--- config.mk ---
export PLATFORM = sky130hd
export DESIGN_NAME = tx_dac_router
export DESIGN_NICKNAME = d
export VERILOG_FILES = /design/src/rtl/tx_route_pkg.sv /design/src/rtl/tx_deinterleave.sv /design/src/rtl/tx_dac_select.sv /design/src/rtl/tx_dac_out_stage.sv /design/src/rtl/tx_dac_router.sv
export SDC_FILE = /design/constraint.sdc
export NUM_CORES = 1
export LEC_CHECK = 0
export CAP_MARGIN = 20
export CORE_AREA = 3 3 146 148
export DETAILED_ROUTE_END_ITERATION = 16
export DIE_AREA = 0 0 149 151
export PLACE_DENSITY = 0.5
export SLEW_MARGIN = 20
export SYNTH_ARGS = -nofsm -noshare
export SYNTH_HDL_FRONTEND = slang
export SYNTH_SLANG_ARGS = --single-unit
--- constraint.sdc ---
create_clock -name clk -period 2.3 [get_ports clk]
set_input_delay 0.46 -clock clk [delete_from_list [all_inputs] [get_ports clk]]
set_output_delay 0.46 -clock clk [all_outputs]
set_load 0.03 [all_outputs]
--- src/rtl/tx_route_pkg.sv ---
package tx_route_pkg;
    localparam int SRC_COUNT = 4;
    localparam int FIELD_W   = 4;
    localparam int IDX_W     = 3;
    localparam logic [2:0] NCH_TWO = 3'd2;

    typedef struct packed {
        logic             en;
        logic [IDX_W-1:0] src;
    } dac_field_t;
endpackage

--- src/rtl/tx_deinterleave.sv ---
module tx_deinterleave #(
    parameter int SAMP_W = 16
) (
    input  logic                                   clk,
    input  logic                                   rst_n,
    input  logic                                   two_chan,
    input  logic [SAMP_W-1:0]                      in_data,
    input  logic                                   in_valid,
    input  logic                                   consume,
    output logic                                   in_ready,
    output logic                                   set_full,
    output logic [tx_route_pkg::SRC_COUNT*SAMP_W-1:0] slots
);
    import tx_route_pkg::*;
    localparam int CNT_W = $clog2(SRC_COUNT);

    typedef struct packed {
        logic [CNT_W-1:0]                cnt;
        logic                            full;
        logic [SRC_COUNT-1:0][SAMP_W-1:0] slot;
    } dein_state_t;

    dein_state_t st_d, st_q;
    logic [CNT_W-1:0] last_idx;
    logic             take;

    always_comb begin
        st_d     = st_q;
        last_idx = two_chan ? CNT_W'(SRC_COUNT - 1) : CNT_W'(1);
        take     = in_valid && !st_q.full;
        if (consume) st_d.full = 1'b0;
        if (take) begin
            st_d.slot[st_q.cnt] = in_data;
            if (st_q.cnt == last_idx) begin
                st_d.cnt  = '0;
                st_d.full = 1'b1;
            end else begin
                st_d.cnt = st_q.cnt + 1'b1;
            end
        end
    end

    always_ff @(posedge clk) begin
        if (!rst_n) st_q <= '0;
        else        st_q <= st_d;
    end

    assign in_ready = !st_q.full;
    assign set_full = st_q.full;
    assign slots    = st_q.slot;

    p_backpressure_r7: assert property (@(posedge clk) disable iff (!rst_n)
        (take && st_q.cnt == last_idx) |=> !in_ready);
    p_full_until_consume_r7: assert property (@(posedge clk) disable iff (!rst_n)
        (set_full && !consume) |=> set_full);
endmodule

--- src/rtl/tx_dac_select.sv ---
module tx_dac_select #(
    parameter int SAMP_W  = 16,
    parameter int NUM_DAC = 4
) (
    input  logic [NUM_DAC*tx_route_pkg::FIELD_W-1:0]   cfg_dac,
    input  logic                                       two_chan,
    input  logic [tx_route_pkg::SRC_COUNT*SAMP_W-1:0]  slots,
    output logic [NUM_DAC*SAMP_W-1:0]                  sel
);
    import tx_route_pkg::*;

    for (genvar k = 0; k < NUM_DAC; k++) begin : g_dac
        dac_field_t fld;
        logic       legal;
        assign fld = dac_field_t'(cfg_dac[k*FIELD_W +: FIELD_W]);
        always_comb begin
            legal = fld.en && (fld.src < IDX_W'(SRC_COUNT));
            if (!two_chan && fld.src[1]) legal = 1'b0;
            sel[k*SAMP_W +: SAMP_W] = legal ? slots[fld.src[1:0]*SAMP_W +: SAMP_W]
                                            : '0;
        end
    end
endmodule

--- src/rtl/tx_dac_out_stage.sv ---
module tx_dac_out_stage #(
    parameter int SAMP_W  = 16,
    parameter int NUM_DAC = 4
) (
    input  logic                        clk,
    input  logic                        rst_n,
    input  logic                        samp_strobe,
    input  logic                        set_full,
    input  logic [NUM_DAC*SAMP_W-1:0]   sel,
    output logic                        consume,
    output logic [NUM_DAC*SAMP_W-1:0]   dac_out,
    output logic                        underrun
);
    typedef struct packed {
        logic [NUM_DAC*SAMP_W-1:0] dac;
        logic                      urun;
    } out_state_t;

    out_state_t st_d, st_q;

    always_comb begin
        st_d    = st_q;
        consume = samp_strobe && set_full;
        if (consume)                  st_d.dac  = sel;
        if (samp_strobe && !set_full) st_d.urun = 1'b1;
    end

    always_ff @(posedge clk) begin
        if (!rst_n) st_q <= '0;
        else        st_q <= st_d;
    end

    assign dac_out  = st_q.dac;
    assign underrun = st_q.urun;

    p_hold_without_strobe_r7: assert property (@(posedge clk) disable iff (!rst_n)
        !samp_strobe |=> $stable(dac_out));
    p_underrun_hold_r8: assert property (@(posedge clk) disable iff (!rst_n)
        (samp_strobe && !set_full) |=> ($stable(dac_out) && underrun));
    p_underrun_sticky_r8: assert property (@(posedge clk) disable iff (!rst_n)
        underrun |=> underrun);
endmodule

--- src/rtl/tx_dac_router.sv ---
module tx_dac_router #(
    parameter int SAMP_W  = 16,
    parameter int NUM_DAC = 4
) (
    input  logic                        clk,
    input  logic                        rst_n,
    input  logic [31:0]                 cfg_word,
    input  logic [SAMP_W-1:0]           in_data,
    input  logic                        in_valid,
    output logic                        in_ready,
    input  logic                        samp_strobe,
    output logic [NUM_DAC*SAMP_W-1:0]   dac_out,
    output logic                        underrun
);
    import tx_route_pkg::*;
    localparam int CFG_USED = FIELD_W + NUM_DAC*FIELD_W;

    logic                         two_chan;
    logic                         set_full;
    logic                         consume;
    logic [SRC_COUNT*SAMP_W-1:0]  slots;
    logic [NUM_DAC*SAMP_W-1:0]    sel;

    assign two_chan = (cfg_word[2:0] == NCH_TWO);

    tx_deinterleave #(.SAMP_W(SAMP_W)) u_dein (
        .clk(clk), .rst_n(rst_n), .two_chan(two_chan),
        .in_data(in_data), .in_valid(in_valid), .consume(consume),
        .in_ready(in_ready), .set_full(set_full), .slots(slots)
    );

    tx_dac_select #(.SAMP_W(SAMP_W), .NUM_DAC(NUM_DAC)) u_sel (
        .cfg_dac(cfg_word[CFG_USED-1:FIELD_W]), .two_chan(two_chan),
        .slots(slots), .sel(sel)
    );

    tx_dac_out_stage #(.SAMP_W(SAMP_W), .NUM_DAC(NUM_DAC)) u_out (
        .clk(clk), .rst_n(rst_n), .samp_strobe(samp_strobe),
        .set_full(set_full), .sel(sel), .consume(consume),
        .dac_out(dac_out), .underrun(underrun)
    );

    p_reserved_zero_r3: assert property (@(posedge clk) disable iff (!rst_n)
        (cfg_word[3] == 1'b0) && (cfg_word[31:CFG_USED] == '0));
    p_disabled_zero_r4: assert property (@(posedge clk) disable iff (!rst_n)
        (samp_strobe && set_full && !cfg_word[FIELD_W+3]) |=> (dac_out[SAMP_W-1:0] == '0));
endmodule

Word level (Yosys, flattened, before mapping) --
Index checks and enable logic that the tools add are counted.
Cells by class: add/sub/neg operators 1, $mul 0, divide/modulo/power cells 0, order comparisons 6, equal/unequal tests 2, shifts and indexed selects 4, multiplexer cells 16, bitwise operators 0, reduce and logical (&&, ||, !) cells 14
Operators with widths (number):
- $shiftx 64x7->16 | 4
- $mux 16 | 5
- $mux 65 | 1
- $bwmux 64 | 1
- $demux 16 s2 | 1
- $logic_and 1x1->1 | 12
- $lt 3x3->1 const B | 4
- $mux 1 | 6
- $mux 2 | 2
- $eq 3x2->1 const B | 1
- $lt 2x3->1 const B | 1
- $add 2x1->2 const B | 1
- $eq 2x2->1 | 1
- $ge 2x1->1 const B | 1
- $logic_not 1->1 | 2
Word-level totals: register bits after elaboration 132, bits in latches 0, RAM bits 0, memory bits (read-only) 0, input bits 52, output and inout port bits 66, word-level logic and storage cells 51, memories 0

Logic depth before layout (Yosys ltp) --
depth in word-level cells 6, depth in mapped cells 7, mapped depth without buffers 5

Modules after synthesis --
A second synthesis with hierarchy kept.
Second synthesis, totals: cell total of the unflattened synthesis 828, area, all modules 7943.9 µm²
By module, submodules not included:
- tx_deinterleave | instances 1, cells each 372, area an instance 3065.4 µm², seq. area each 1341.3 µm²
- tx_dac_out_stage | instances 1, cells each 295, area an instance 2688.8 µm², seq. area each 1301.2 µm²
- tx_dac_select | instances 1, cells each 160, area an instance 2177.1 µm², seq. area each 0.0 µm²
- tx_dac_router | instances 1, cells each 1, area an instance 12.5 µm², seq. area each 0.0 µm²

Least setup slack after synthesis --
No wires, ideal clock.
path type input -> register, start input port cfg_word[4], end register u_out.st_q, in the netlist u_out.dac_out[10], setup time 0.117 ns, arrival time 1.886 ns, required time 2.183 ns, slack 0.297 ns, stages 4, path buffers 2, cell sequence clkbuf_1 > buf_2 > mux4_2 > a22o_1
Between the ends: word-level cells in the longest chain between the ends 4, elaborated cells on any way between the ends 5, classes of those cells order compare (1); shift (1); mux (2); reduce/logical (1)
Ends and longest elaborated chain:
- from (decl) | RTL line tx_dac_router.sv:7 | input logic [31:0] cfg_word,
- parallel branches: the longest is 3 deep, another holds $shiftx 64x7->16
- $mux 16 * | RTL line tx_dac_select.sv:19 | sel[k*SAMP_W +: SAMP_W] = legal ? slots[fld.src[1:0]*SAMP_W +: SAMP_W]
- to (signal assigned) | RTL line tx_dac_out_stage.sv:30 | else st_q <= st_d;
- to (decl) | RTL line tx_dac_out_stage.sv:19 | out_state_t st_d, st_q;
Mark *: on every way between the ends. A chain may end at the register's enable or synchronous reset.

Worst setup path after layout --
start register u_dein.st_q, in the netlist u_dein.set_full, end output port in_ready
Between the ends: word-level cells in the longest chain between the ends 1
Ends and longest elaborated chain:
- from (decl) | RTL line tx_deinterleave.sv:23 | dein_state_t st_d, st_q;
- from (signal assigned) | RTL line tx_deinterleave.sv:45 | else st_q <= st_d;
- $logic_not 1->1 | RTL line tx_deinterleave.sv:48 | assign in_ready = !st_q.full;
- to (decl) | RTL line tx_dac_router.sv:10 | output logic in_ready,
No other way between the ends.

==> flow_summary.yaml <==
outcome:
  status: "finished, final reports clean"
routing:
  wirelength_um: 18600
  drt_pass1_iterations: 6
  route.vias.total: 4769
  drt_iter0_drc: 361
  postRouteAntennaNets: 0
  drt-vias-per-instance: 5.18
  wl_per_cell_um: 20.2
  drc: 0
layout:
  final_nets: 695
  areaGrowthSynthToFinish_pct: 35.4
  finalNonFillerCells: 921
  n_antenna_cell: 0
  drive_above_1_share: 0.194
critical_path:
  reg2reg_to: "u_out.dac_out[63]$_SDFFE_PN0P_"
  endpoint_kind: "output pin"
  crit_fanout: 13
  r2r_start: "u_dein.set_full$_SDFF_PN0_"
  crit_path_start: "u_dein.set_full$_SDFF_PN0_"
  arrival_ns: 1.59
  ff2ff_path_depth: 4
  criticalPathCategory: "reg2out"
  endpoint: "in_ready"
  start_kind: "flip-flop"
  worstPathRequired_ns: 1.84
  ff2ff_setup_slack_ns: 0.64
clocking:
  cts_buffers: 17
  clk_pin_slew_worst_paths_ns: 0.05
  tritoncts: "done"
  clkLatencyLatePin_ns: 0.42
  cts.sinks: 132
  clock_path_buffers: 2
  clockRootBuffer: "clkbuf_16"
  h-tree-depth: 4
synthesis:
  synthSimpleGateAreaFrac: 0.0979
  synth-main-ff-cell: "dfxtp_1"
  synth-xor-area-share: 0.00290
  netlist_top_cells_area: "dfxtp_1 (44%), mux4_2 (24%), a22o_1 (9.3%)"
  synth_compound_area_frac: 0.169
  synthMuxAreaShare: 0.242
  synth_top_family_by_area: "multiplexers"
  synth.most_common_cell: "dfxtp_1"
  synth_nets: 595
  synth_fa_ha_area_frac: 0.00829
  synth.distinct_cells: 26
  async_reset_ff_frac: 0
  seq_area_frac_synth: 0.438
  syn_area_per_cell_um2: 11.2
  synth_top_area_frac: 0.438
  yosysTopAreaCell: "dfxtp_1"
  ys_ff_latch: 132
  syn_inst: 539
  synth_area_mm2: 0.00603
  synth-edff-count: 0
  synth_warnings: 0
  synth.top_cells.by_count: "dfxtp_1 (132), nand2_1 (128), a21oi_1 (66)"
place:
  dp_hpwl_um: 12800
  pre_cts_slack_ns: -0.000338
  place_congestion: 0.746
  port_buffers: 104
  dp_cells: 890
global_routing:
  grt_pass1_vias: 4765
  antenna_found_initial: 3
  grt_pass1_wl_um: 28500
  track_usage: 0.169
  grt_max_degree: 69
  overflow: 0
sta:
  final.setup_skew_ns: 0.00701
  fmax_mhz: 487
  fin_ws_ns: 0.246
  hold_viol_final: 0
  fin_crit_sh: 0.893
  finalMaxSlewViolations: 0
  fin_tns_setup_ns: 0
  finalCriticalPeriod_ns: 2.05
  hold_ws_ns: 0.476
  relSlewSlack: 0.750
  rsz0062_at_grt: "false"
  worstMarginPinSlew_ns: 0.374
  setup_viol: 0
die:
  floorplan.io_pins: 118
  core-area_mm2: 0.0202
  initial_core_util: 0.299
  fp.dieW_um: 149
  die_area_mm2: 0.0225
  rows: 52
  fp.dieH_um: 151
power:
  ir_worst_vdd_mv: 0.451
  p_leak_nw: 2.82
  p_per_area_mw_per_mm2: 696
worst_hold_path:
  worst_hold_path.num_cells: 1
  hold_class: "reg2reg"
job:
  maxCapViolCount: 0
report_power, final:
part,internal [W],switching [W]
clock,0.00174,0.000943
combinational,0.000288,0.000310
sequential,0.00234,0.0000653
total,0.00437,0.00132
worst max-delay path: stages, from the launching register on:
cell	delay, ns
dfxtp_2	0.38
inv_1	0.12
clkdlybuf4s50_1	0.68
timing repair:
action	in CTS	in global routing
buffers inserted	0	0
setup endpoints to repair	0	1
resized for setup	0	1
hold buffers	0	0
layout by cell type, fill, tap and decap left out, drive strengths merged, types with 5 or more instances in the layout:
master         instances
clkdlybuf4s50        104
buf                   25
dfxtp                132
nand3b                 5
nand2                128
a21oi                 66
clkbuf                29
mux4                  64
a22o                  64
per-stage QoR:
step	utilization	total power [W]	instance area [um2]
floorplan	-	0.00279	6030
global placement	0.376	0.00304	7580
detailed placement	0.376	0.00306	7580
CTS	0.405	0.00573	8170
global route	0.405	0.00588	8170
finish	0.405	0.00569	8170
worst min-delay path by stage:
stage	end	slack, ns	from
after floorplan	flip-flop	0.46	flip-flop
after global placement	u_out.dac_out[53]$_SDFFE_PN0P_	0.46	u_out.dac_out[53]$_SDFFE_PN0P_
after detailed placement	u_out.underrun$_SDFFE_PN0P_	0.46	u_out.underrun$_SDFFE_PN0P_
after CTS	u_out.dac_out[0]$_SDFFE_PN0P_	0.48	u_out.dac_out[0]$_SDFFE_PN0P_
after global routing	u_out.dac_out[49]$_SDFFE_PN0P_	0.49	u_out.dac_out[49]$_SDFFE_PN0P_
final	u_out.dac_out[62]$_SDFFE_PN0P_	0.48	u_out.dac_out[62]$_SDFFE_PN0P_
kinds of logic (layout without fill, tap and decap cells):
logic type      Yosys count  after routing
simple gates            143            143
compound gates          136            136
flops                   132            132
mux                      66             66
buf+inv                  56            168
fa+ha+maj                 4              4
xor+xnor                  2              2
cell type report:
cell class              instances  area [um2]
clock inverters                 2        35.0
multi-input cells             351        3150
inverters                       8        31.3
fillers                      1915       12000
flip-flops and latches        132        2640
well taps                     270         338
clock buffers                  29         561
repair buffers                129        1420
layer usage:
metal | vias to the layer above | share of wire | track usage
met5 | - | 0.0018 | 0
met4 | 6 | 0.017 | 0.0595
met1 | 2362 | 0.46 | 0.227
met3 | 30 | 0.071 | 0.0527
li1 | 2210 | - | -
met2 | 161 | 0.46 | 0.258
Note: power is estimated with default switching activity, not from simulation.
